$ cat config.mk
export PLATFORM = sky130hd
export DESIGN_NAME = irq_status_unit
export DESIGN_NICKNAME = d
export VERILOG_FILES = /design/src/rtl/irq_stat_pkg.sv /design/src/rtl/isu_mask_regs.sv /design/src/rtl/isu_capture.sv /design/src/rtl/isu_irq_gate.sv /design/src/rtl/irq_status_unit.sv
export SDC_FILE = /design/constraint.sdc
export NUM_CORES = 1
export LEC_CHECK = 0
export BUFFER_PORTS_ARGS = -buffer_cell sky130_fd_sc_hd__buf_2
export CAP_MARGIN = 10
export CORE_UTILIZATION = 46
export CTS_BUF_LIST = sky130_fd_sc_hd__clkbuf_2 sky130_fd_sc_hd__clkbuf_4 sky130_fd_sc_hd__clkbuf_8
export CTS_CLUSTER_DIAMETER = 200
export DETAILED_ROUTE_END_ITERATION = 6
export PLACE_DENSITY_LB_ADDON = 0.15
export SYNTH_ARGS = -nofsm -noshare
export SYNTH_HDL_FRONTEND = slang
export SYNTH_SLANG_ARGS = --single-unit
$ cat constraint.sdc
create_clock -name clk -period 2.2 [get_ports clk]
set_input_delay 0.11 -clock clk [delete_from_list [all_inputs] [get_ports clk]]
set_output_delay 0.11 -clock clk [all_outputs]
set_load 0.05 [all_outputs]
$ cat src/rtl/irq_stat_pkg.sv
package irq_stat_pkg;
  localparam int EVW = 12;

  localparam int B_TX_EMPTY = 0;
  localparam int B_TX_FULL  = 1;
  localparam int B_TX_THR   = 2;
  localparam int B_RX_EMPTY = 3;
  localparam int B_RX_FULL  = 4;
  localparam int B_RX_THR   = 5;
  localparam int B_BD_DONE  = 9;
  localparam int B_PKT_DONE = 10;
  localparam int B_DMA_ERR  = 11;

  typedef enum logic [1:0] {
    SEL_STS  = 2'd0,
    SEL_EN   = 2'd1,
    SEL_SIG  = 2'd2,
    SEL_NONE = 2'd3
  } reg_sel_e;

  // Bits that exist in all three words.
  function automatic logic [EVW-1:0] valid_bits();
    logic [EVW-1:0] m;
    m = '0;
    m[B_TX_EMPTY] = 1'b1;
    m[B_TX_FULL]  = 1'b1;
    m[B_TX_THR]   = 1'b1;
    m[B_RX_EMPTY] = 1'b1;
    m[B_RX_FULL]  = 1'b1;
    m[B_RX_THR]   = 1'b1;
    m[B_BD_DONE]  = 1'b1;
    m[B_PKT_DONE] = 1'b1;
    m[B_DMA_ERR]  = 1'b1;
    return m;
  endfunction

  // Soft reset empties both FIFOs.
  function automatic logic [EVW-1:0] srst_bits();
    logic [EVW-1:0] m;
    m = '0;
    m[B_TX_EMPTY] = 1'b1;
    m[B_RX_EMPTY] = 1'b1;
    return m;
  endfunction

  // Next status: enabled events win over clears, a disabled bit drops out.
  function automatic logic [EVW-1:0] next_status(
    input logic [EVW-1:0] sts,
    input logic [EVW-1:0] en,
    input logic [EVW-1:0] ev,
    input logic [EVW-1:0] clr
  );
    return en & (ev | (sts & ~clr));
  endfunction
endpackage

$ cat src/rtl/isu_mask_regs.sv
module isu_mask_regs
  import irq_stat_pkg::*;
#(
  parameter int W = EVW
) (
  input  logic         clk,
  input  logic         rst_n,
  input  logic         wr,
  input  logic [1:0]   wsel,
  input  logic [W-1:0] wdata,
  output logic [W-1:0] en_o,
  output logic [W-1:0] sig_o
);
  localparam logic [W-1:0] VMASK = valid_bits();
  localparam int NREG = 2;

  logic [W-1:0] regs_q [NREG];

  for (genvar g = 0; g < NREG; g++) begin : g_mask
    localparam logic [1:0] MY_SEL = (g == 0) ? SEL_EN : SEL_SIG;
    always_ff @(posedge clk or negedge rst_n) begin
      if (!rst_n)                      regs_q[g] <= '0;
      else if (wr && wsel == MY_SEL)   regs_q[g] <= wdata & VMASK;
    end
  end

  assign en_o  = regs_q[0];
  assign sig_o = regs_q[1];
endmodule

$ cat src/rtl/isu_capture.sv
module isu_capture
  import irq_stat_pkg::*;
#(
  parameter int W = EVW
) (
  input  logic         clk,
  input  logic         rst_n,
  input  logic [W-1:0] ev,
  input  logic [W-1:0] en,
  input  logic [W-1:0] clr,
  output logic [W-1:0] sts_o
);
  logic [W-1:0] sts_q;

  always_ff @(posedge clk or negedge rst_n) begin
    if (!rst_n) sts_q <= '0;
    else        sts_q <= next_status(sts_q, en, ev, clr);
  end

  assign sts_o = sts_q;
endmodule

$ cat src/rtl/isu_irq_gate.sv
module isu_irq_gate
  import irq_stat_pkg::*;
#(
  parameter int W = EVW
) (
  input  logic         clk,
  input  logic         rst_n,
  input  logic [W-1:0] sts,
  input  logic [W-1:0] sig,
  output logic         irq_o
);
  logic irq_q;

  always_ff @(posedge clk or negedge rst_n) begin
    if (!rst_n) irq_q <= 1'b0;
    else        irq_q <= |(sts & sig);
  end

  assign irq_o = irq_q;
endmodule

$ cat src/rtl/irq_status_unit.sv
module irq_status_unit
  import irq_stat_pkg::*;
#(
  parameter int W = EVW
) (
  input  logic         clk,
  input  logic         rst_n,
  input  logic [W-1:0] evt_pulse,
  input  logic         soft_rst_evt,
  input  logic         reg_wr,
  input  logic [1:0]   reg_wsel,
  input  logic [W-1:0] reg_wdata,
  input  logic [1:0]   reg_rsel,
  output logic [W-1:0] reg_rdata,
  output logic         irq_o
);
  localparam logic [W-1:0] VMASK = valid_bits();
  localparam logic [W-1:0] SMASK = srst_bits();

  logic [W-1:0] ev_eff;
  logic [W-1:0] sts_clr;
  logic [W-1:0] en_w;
  logic [W-1:0] sig_w;
  logic [W-1:0] sts_w;

  assign ev_eff  = (evt_pulse | (soft_rst_evt ? SMASK : '0)) & VMASK;
  assign sts_clr = (reg_wr && reg_wsel == SEL_STS) ? (reg_wdata & VMASK) : '0;

  isu_mask_regs #(.W(W)) u_masks (
    .clk(clk), .rst_n(rst_n), .wr(reg_wr), .wsel(reg_wsel),
    .wdata(reg_wdata), .en_o(en_w), .sig_o(sig_w)
  );

  isu_capture #(.W(W)) u_cap (
    .clk(clk), .rst_n(rst_n), .ev(ev_eff), .en(en_w),
    .clr(sts_clr), .sts_o(sts_w)
  );

  isu_irq_gate #(.W(W)) u_gate (
    .clk(clk), .rst_n(rst_n), .sts(sts_w), .sig(sig_w), .irq_o(irq_o)
  );

  always_comb begin
    unique case (reg_rsel)
      SEL_STS: reg_rdata = sts_w;
      SEL_EN:  reg_rdata = en_w;
      SEL_SIG: reg_rdata = sig_w;
      default: reg_rdata = '0;
    endcase
  end
endmodule

# After elaboration in Yosys (flattened, before gate mapping)
# Cells that the tools add are included.
# W data, S select, Z words.
# classes
eq_ne	4
muxes	3
reduce_logical	6
bitwise_logic	6
# op_table
op	n
$and A12 B12 Y12	3
$pmux W12 S3	1
$mux W12	1
$not A12 Y12	1
$or A12 B12 Y12	1
$or A12 B4 Y12	1
$reduce_or A12 Y1	1
$eq A2 B1 Y1 const B	2
$eq A2 B2 Y1 const B	2
$logic_not A2 Y1	2
$mux W4	1
$logic_and A1 B1 Y1	3
# totals
wordCells	23
ff_bits	31
input_bits	32
output_inout_bits	13

# Logic depth before layout (Yosys ltp)
# Gate-level depths: netlist of run 1.
# depth
word_depth	7
mapped_depth	5
ltp_nobuf	3

# Hierarchy
# From an unflattened synthesis of run 1, not the netlist that was laid out.
# hier_totals
cells_unflattened	130
area_unflattened_um2	1735.4
# modules_own_cells
mod	seq_area_each_um2	instances	area_per_inst_um2	cells_each
isu_mask_regs	450.4	1	742.0	45
isu_capture	300.3	1	555.5	36
irq_status_unit	0.0	1	336.6	41
isu_irq_gate	25.0	1	101.3	8

# Worst setup path before layout of run 1
# Ideal clock, no wire load.
# synth_timing
kind	in2out
startpoint	input reg_rsel[0]
endpoint	output reg_rdata[0]
cell_stages	3
t_arrival_ns	1.533
setup_slack_ns	0.557
path_buffers	1
required_time_ns	2.090
path_cell_list	buf_2 -> mux2i_1 -> o21ai_0
# synth_between
elab_chain_cells	2
word_cells_on_any_way	4
classes_between	eq/ne: 2; mux: 1; reduce/logical: 1
# synth_rtl
item	line_no	rtl
from (decl)	irq_status_unit.sv:13	input logic [1:0] reg_rsel,
$eq A2 B2 Y1 (tied with other cells)	irq_status_unit.sv:44	unique case (reg_rsel)
$pmux W12 S3 *	irq_status_unit.sv:44	
to (decl)	irq_status_unit.sv:14	output logic [W-1:0] reg_rdata,
# Mark *: on every way between the ends. The rest lies on a longest branch, timed or not.

# Final worst setup path of run 1
# layout_timing
startpoint	input reg_rsel[0]
endpoint	output reg_rdata[2]
# Same word-level chain as after synthesis.

==> results of run 1 <==
worst reg2reg max path: cells and delay by family (launching register included):
kind | cells | cell delay [ns]
and+or+nand+nor | 1 | 0.14
AOI/OAI and AO/OA | 2 | 0.52
DFF | 1 | 0.42
per-layer routing:
layer | vias up | GRT usage [%] | share of wire, %
met1 | 513 | 24.8 | 44
met5 | - | 0 | 0
met4 | 0 | 4.18 | 0.68
li1 | 497 | - | -
met3 | 2 | 2.33 | 3.7
met2 | 28 | 36.0 | 51
flip-flops by register name, summed over array words and instances, names as in the netlist:
signal         flops
u_cap.sts_o        9
u_masks.en_o       9
u_masks.sig_o      9
u_gate.irq_o       1
worst paths after layout:
kind,from,endpoint,cells after the start
max,reg_rsel[0],reg_rdata[2],6
min reg2reg,u_masks.en_o[3]$_DFFE_PN0P_,u_cap.sts_o[3]$_DFF_PN0_,1
max in group asynchronous,rst_n,u_cap.sts_o[5]$_DFF_PN0_,2
min,evt_pulse[0],u_cap.sts_o[0]$_DFF_PN0_,2
min in group asynchronous,rst_n,u_masks.en_o[9]$_DFFE_PN0P_,2
max reg2reg,u_cap.sts_o[1]$_DFF_PN0_,u_gate.irq_o$_DFF_PN0_,3
logic make-up after synthesis:
kind of cell	Yosys count	synth area share [%]
AO/OA/AOI/OAI	31	14.4
multiplexers	27	22.0
other	1	0.281
flip-flops	28	52.5
AND/OR/NAND/NOR	14	6.47
buffers and inverters	12	4.41
timing repair:
action / 4_1_cts / 5_1_grt
hold buffers: 8 / 0
endpoints found under the hold margin: 35 / 0
resized for setup: 0 / 0
synthesized netlist by cell type (all sizes together):
master	n
nand3b	2
mux2	18
a22o	1
mux2i	9
nand2	9
conb	1
a221oi	1
a22oi	1
o31a	2
a222oi	1
nor2b	1
dfrtp	28
a31oi	7
nand3	1
inv	7
a21boi	2
nor3b	1
buf	5
o21ai	16
final cells by class:
class	instances	share of cell area, %
clock buffer	3	1.35
clock inverter	1	1.80
inverter	7	1.57
multi-input combinational	75	34.8
sequential	28	41.9
tap	31	2.32
timing repair buffer	45	16.2
report_power, final:
group	switching [uW]	internal, uW
Combinational	251	163
Clock	151	184
Sequential	70.2	614
through the flow:
stage | util, % | setup WS [ns] | instances | hold slack, ns | power, uW
global route | 60.6 | 0.627 | 190 | 0.00190 | 1500
detailed placement | 55.8 | 0.798 | 178 | 0.166 | 1100
floorplan | - | 0.557 | 115 | -0.186 | 979
CTS | 60.6 | 0.790 | 190 | 0.000505 | 1440
global placement | 55.8 | 0.805 | 178 | 0.157 | 1080
finish | 60.6 | 0.797 | 190 | 0.00418 | 1430
==> results.sh, run 1 <==
export IMPL_run_status="finished clean"
export IMPL_p_leak_uw=0.000813
export IMPL_required_ns=2.09
export IMPL_max_stage_delay_ns=0.34
export IMPL_cts_root_buffer="clkbuf_4"
export IMPL_timing_worst_setup_path_type="in -> out"
export IMPL_die_w_um=55.8
export IMPL_hp_class="in -> reg"
export IMPL_h_tree_depth=1
export IMPL_hpwl_um=2010
export IMPL_crit_family="buffers and inverters"
export IMPL_finalSetupTns_ns=0
export IMPL_grt_start_max_net_pins=29
export IMPL_worst_pin_slew_ns=0.627
export IMPL_fmax_mhz=713
export IMPL_viasPerCell=5.47
export IMPL_crit_top_cell="buf_2"
export IMPL_clk_pin_slew_ns=0.15
export IMPL_grt_use_total_pct=19.6
export IMPL_portBuffers=35
export IMPL_ys_seq_elements=28
export IMPL_cts_tree="done"
export IMPL_grt_pass1_vias=1052
export IMPL_relSlewSlack_pct=58.2
export IMPL_cp_max_fo=10
export IMPL_clkSinkCount=28
export IMPL_syn2layout_area_growth_pct=25.2
export IMPL_clock_skew_ns=0.000801
export IMPL_initial_utilization_pct=48.4
export IMPL_rsz0062_at_grt="no"
export IMPL_layout_common_cells="buf_2 (35), dfrtp_1 (28), mux2_2 (18)"
export IMPL_ir_drop_uv=543
export IMPL_critPathBufInv=3
export IMPL_die_h_um=55.8
export IMPL_slew_viol_final=0
export IMPL_hold_viol_final=0
export IMPL_post_cts_buffers=0
export IMPL_r2r_slack_ns=1.01
export IMPL_crit_chain="buf_2 > nor2b_1 > buf_4 > nand2_1 > o21ai_0 > buf_2"
export IMPL_cts_path_max_buffers=2
export IMPL_synth_area_top_cells="dfrtp_1 (53%), mux2_2 (15%), mux2i_1 (6.8%), o21ai_0 (6.0%), a31oi_1 (3.3%)"
export IMPL_p_per_area_mw_per_mm2=858
export IMPL_netlist_area_leader_share_pct=52.5
export IMPL_place_gp_congestion=0.681
export IMPL_io_pins=45
export IMPL_clkLatencyLatePin_ns=0.32
export IMPL_fin_nets=192
export IMPL_maxCapViolCount=0
export IMPL_yosysWarnings=0
export IMPL_placed_area_mm2=0.00154
export IMPL_multi_input_area_um2=582
export IMPL_ant_nets=0
export IMPL_setup_viol=0
export IMPL_endpoint_kind="output pin"
export IMPL_min_period_over_period_pct=63.8
export IMPL_dr_pass1_iters=4
export IMPL_slowest_stage="nor2b_1"
export IMPL_die_area_mm2=0.00312
export IMPL_synth_seq_area_share_pct=52.5
export IMPL_synth_distinct_cells=20
export IMPL_antenna_cells=0
export IMPL_routed_wirelength_um=2810
export IMPL_antenna_found_initial=0
export IMPL_wl_per_cell_um=14.8
export IMPL_fp_coreArea_mm2=0.00276
export IMPL_timing_final_crit_period_ns=1.40
export IMPL_drc=0
export IMPL_gr_total_overflow=0
export IMPL_grt_pass1_wl_um=4710
export IMPL_vias=1040
export IMPL_fillers=229
export IMPL_start_kind="input pin"
export IMPL_first_iter_violations=33
export IMPL_drive_gt1_share_pct=39.0
export IMPL_numCtsBuffers=3
export IMPL_rows=19
export IMPL_syn_area_mm2=0.00133
export IMPL_final_common_cell="buf_2"
export IMPL_syn_instance_count=113
export IMPL_synth_area_per_cell_um2=11.8
export IMPL_critPathArrivalTime_ns=1.29
export IMPL_seq_area_um2=701
export IMPL_yosysTopAreaCell="dfrtp_1"
export IMPL_final_area_mm2=0.00167
No activity file was read; power rests on OpenSTA's default activity.
==> run 2: changes to the inputs <==
==> constraint.sdc (replaced) <==
create_clock -name clk -period 1.15 [get_ports clk]
set_input_delay 0.0575 -clock clk [delete_from_list [all_inputs] [get_ports clk]]
set_output_delay 0.0575 -clock clk [all_outputs]
set_load 0.05 [all_outputs]
==> run 2 against run 1 <==
The flow now finishes with violations (negative setup slack); routed wire length rose by 15%; register-to-register slack got worse by 1.0 ns; sequential share of layout area fell by 6.6 points; first-iteration DRC count rose by 67%; worst hold slack improved by 0.11 ns; flip-flop and latch count did not move; critical endpoint is now reg_rdata[1]; largest power group unchanged.
==> results.sh, run 2 (synthesis results as in run 1) <==
export IMPL_clkSinkCount=28
export IMPL_rsz0062_at_grt="yes"
export IMPL_violations="negative setup slack"
export IMPL_slew_viol_final=0
export IMPL_required_ns=1.09
export IMPL_p_leak_uw=0.000959
export IMPL_fp_coreArea_mm2=0.00276
export IMPL_grt_use_total_pct=21.9
export IMPL_p_per_area_mw_per_mm2=1450
export IMPL_run_status="complete, but fails checks"
export IMPL_cts_tree="done"
export IMPL_grt_pass1_wl_um=5200
export IMPL_h_tree_depth=1
export IMPL_postLayoutCoreUtil_pct=71.8
export IMPL_die_area_mm2=0.00312
export IMPL_grt_start_max_net_pins=29
export IMPL_endpoint_kind="output pin"
export IMPL_cts_path_max_buffers=2
export IMPL_antenna_found_initial=0
export IMPL_drc=0
export IMPL_layout_common_cells="dfrtp_1 (28), buf_2 (26), dlygate4sd3_1 (20)"
export IMPL_cp_max_fo=3
export IMPL_timing_worst_setup_path_type="reg -> out"
export IMPL_io_pins=45
export IMPL_rows=19
export IMPL_hp_class="in -> reg"
export IMPL_dr_pass1_iters=4
export IMPL_final_common_cell="dfrtp_1"
export IMPL_numCtsBuffers=3
export IMPL_ant_nets=0
export IMPL_viasPerCell=5.30
export IMPL_critPathArrivalTime_ns=1.22
export IMPL_wl_per_cell_um=14.9
export IMPL_first_iter_violations=55
export IMPL_drive_gt1_share_pct=46.2
export IMPL_clk_pin_slew_ns=0.16
export IMPL_vias=1150
export IMPL_ir_drop_uv=1190
export IMPL_die_w_um=55.8
export IMPL_min_period_over_period_pct=111
export IMPL_initial_utilization_pct=48.4
export IMPL_gr_total_overflow=0
export IMPL_fillers=208
export IMPL_final_setup_worst_slack_ns=-0.131
export IMPL_maxCapViolCount=0
export IMPL_hold_viol_final=0
export IMPL_hpwl_um=2060
export IMPL_clkLatencyLatePin_ns=0.33
export IMPL_fin_nets=219
export IMPL_rr_worst_depth=3
export IMPL_antenna_cells=0
export IMPL_setup_viol=9
export IMPL_finalSetupTns_ns=-0.563
export IMPL_relSlewSlack_pct=56.9
export IMPL_place_gp_congestion=0.737
export IMPL_start_kind="flop"
export IMPL_die_h_um=55.8
export IMPL_timing_final_crit_period_ns=1.28
export IMPL_hold_depth=3
export IMPL_routed_wirelength_um=3220
export IMPL_worst_pin_slew_ns=0.647
export IMPL_portBuffers=35
export IMPL_syn2layout_area_growth_pct=48.5
export IMPL_fmax_mhz=780
export IMPL_cts_root_buffer="clkbuf_4"
export IMPL_clock_skew_ns=0.00875
export IMPL_grt_pass1_vias=1188
run 2: final timing paths:
check / startpoint / end / slack, ns
worst max-delay path: u_cap.sts_o[1]$_DFF_PN0_ / reg_rdata[1] / -0.13
worst min-delay path: reg_wsel[0] / u_cap.sts_o[10]$_DFF_PN0_ / 0.12
worst max register to register: u_cap.sts_o[1]$_DFF_PN0_ / u_gate.irq_o$_DFF_PN0_ / 0.01
worst min register to register: u_masks.sig_o[0]$_DFFE_PN0P_ / u_masks.sig_o[0]$_DFFE_PN0P_ / 0.55
max in group asynchronous: rst_n / u_masks.en_o[3]$_DFFE_PN0P_ / 0.47
min in group asynchronous: rst_n / u_masks.en_o[9]$_DFFE_PN0P_ / 0.26
run 2: timing repair:
item,CTS,global route
hold endpoints to repair,54,0
hold buffers,20,0
pin swaps,10,4
cloned,0,0
setup buffers,11,1
setup endpoints to repair,9,10
gates resized for setup,18,1
run 2: cell type report:
class	instances	area, um2	share of cell area, %
sequential	28	701	35.4
timing repair buffer	72	563	28.4
multi-input combinational	75	616	31.1
tap	31	38.8	1.96
inverter	7	26.3	1.33
clock buffer	4	36.3	1.83
run 2: routing by layer:
metal / track usage (%) / vias up / share of wire (%)
met5: 0 / - / 0
met4: 6.97 / 0 / 0.31
met3: 2.09 / 2 / 3.7
met2: 38.9 / 32 / 50
met1: 28.3 / 561 / 46
li1: - / 555 / -
run 2: stage by stage:
stage	worst slack [ns]	std cells	hold WS [ns]	power, uW	area [um2]
floorplan	0.150	115	-0.238	1910	1380
global placement	0.0494	181	0.103	2120	1590
detailed placement	0.0426	181	0.109	2150	1590
CTS	-0.106	216	0.104	2870	1970
global route	-0.184	217	0.116	3020	1980
finish	-0.131	217	0.117	2880	1980
run 2: worst max-delay path, stage by stage, from the launching register on:
cell	delay (ns)
dfrtp_1	0.44
mux2i_1	0.21
o21ai_2	0.10
buf_6	0.15
run 2: power breakdown:
group | switching (uW) | total, uW | internal [uW]
Combinational | 573 | 1100 | 526
Sequential | 120 | 1290 | 1170
Clock | 292 | 486 | 194
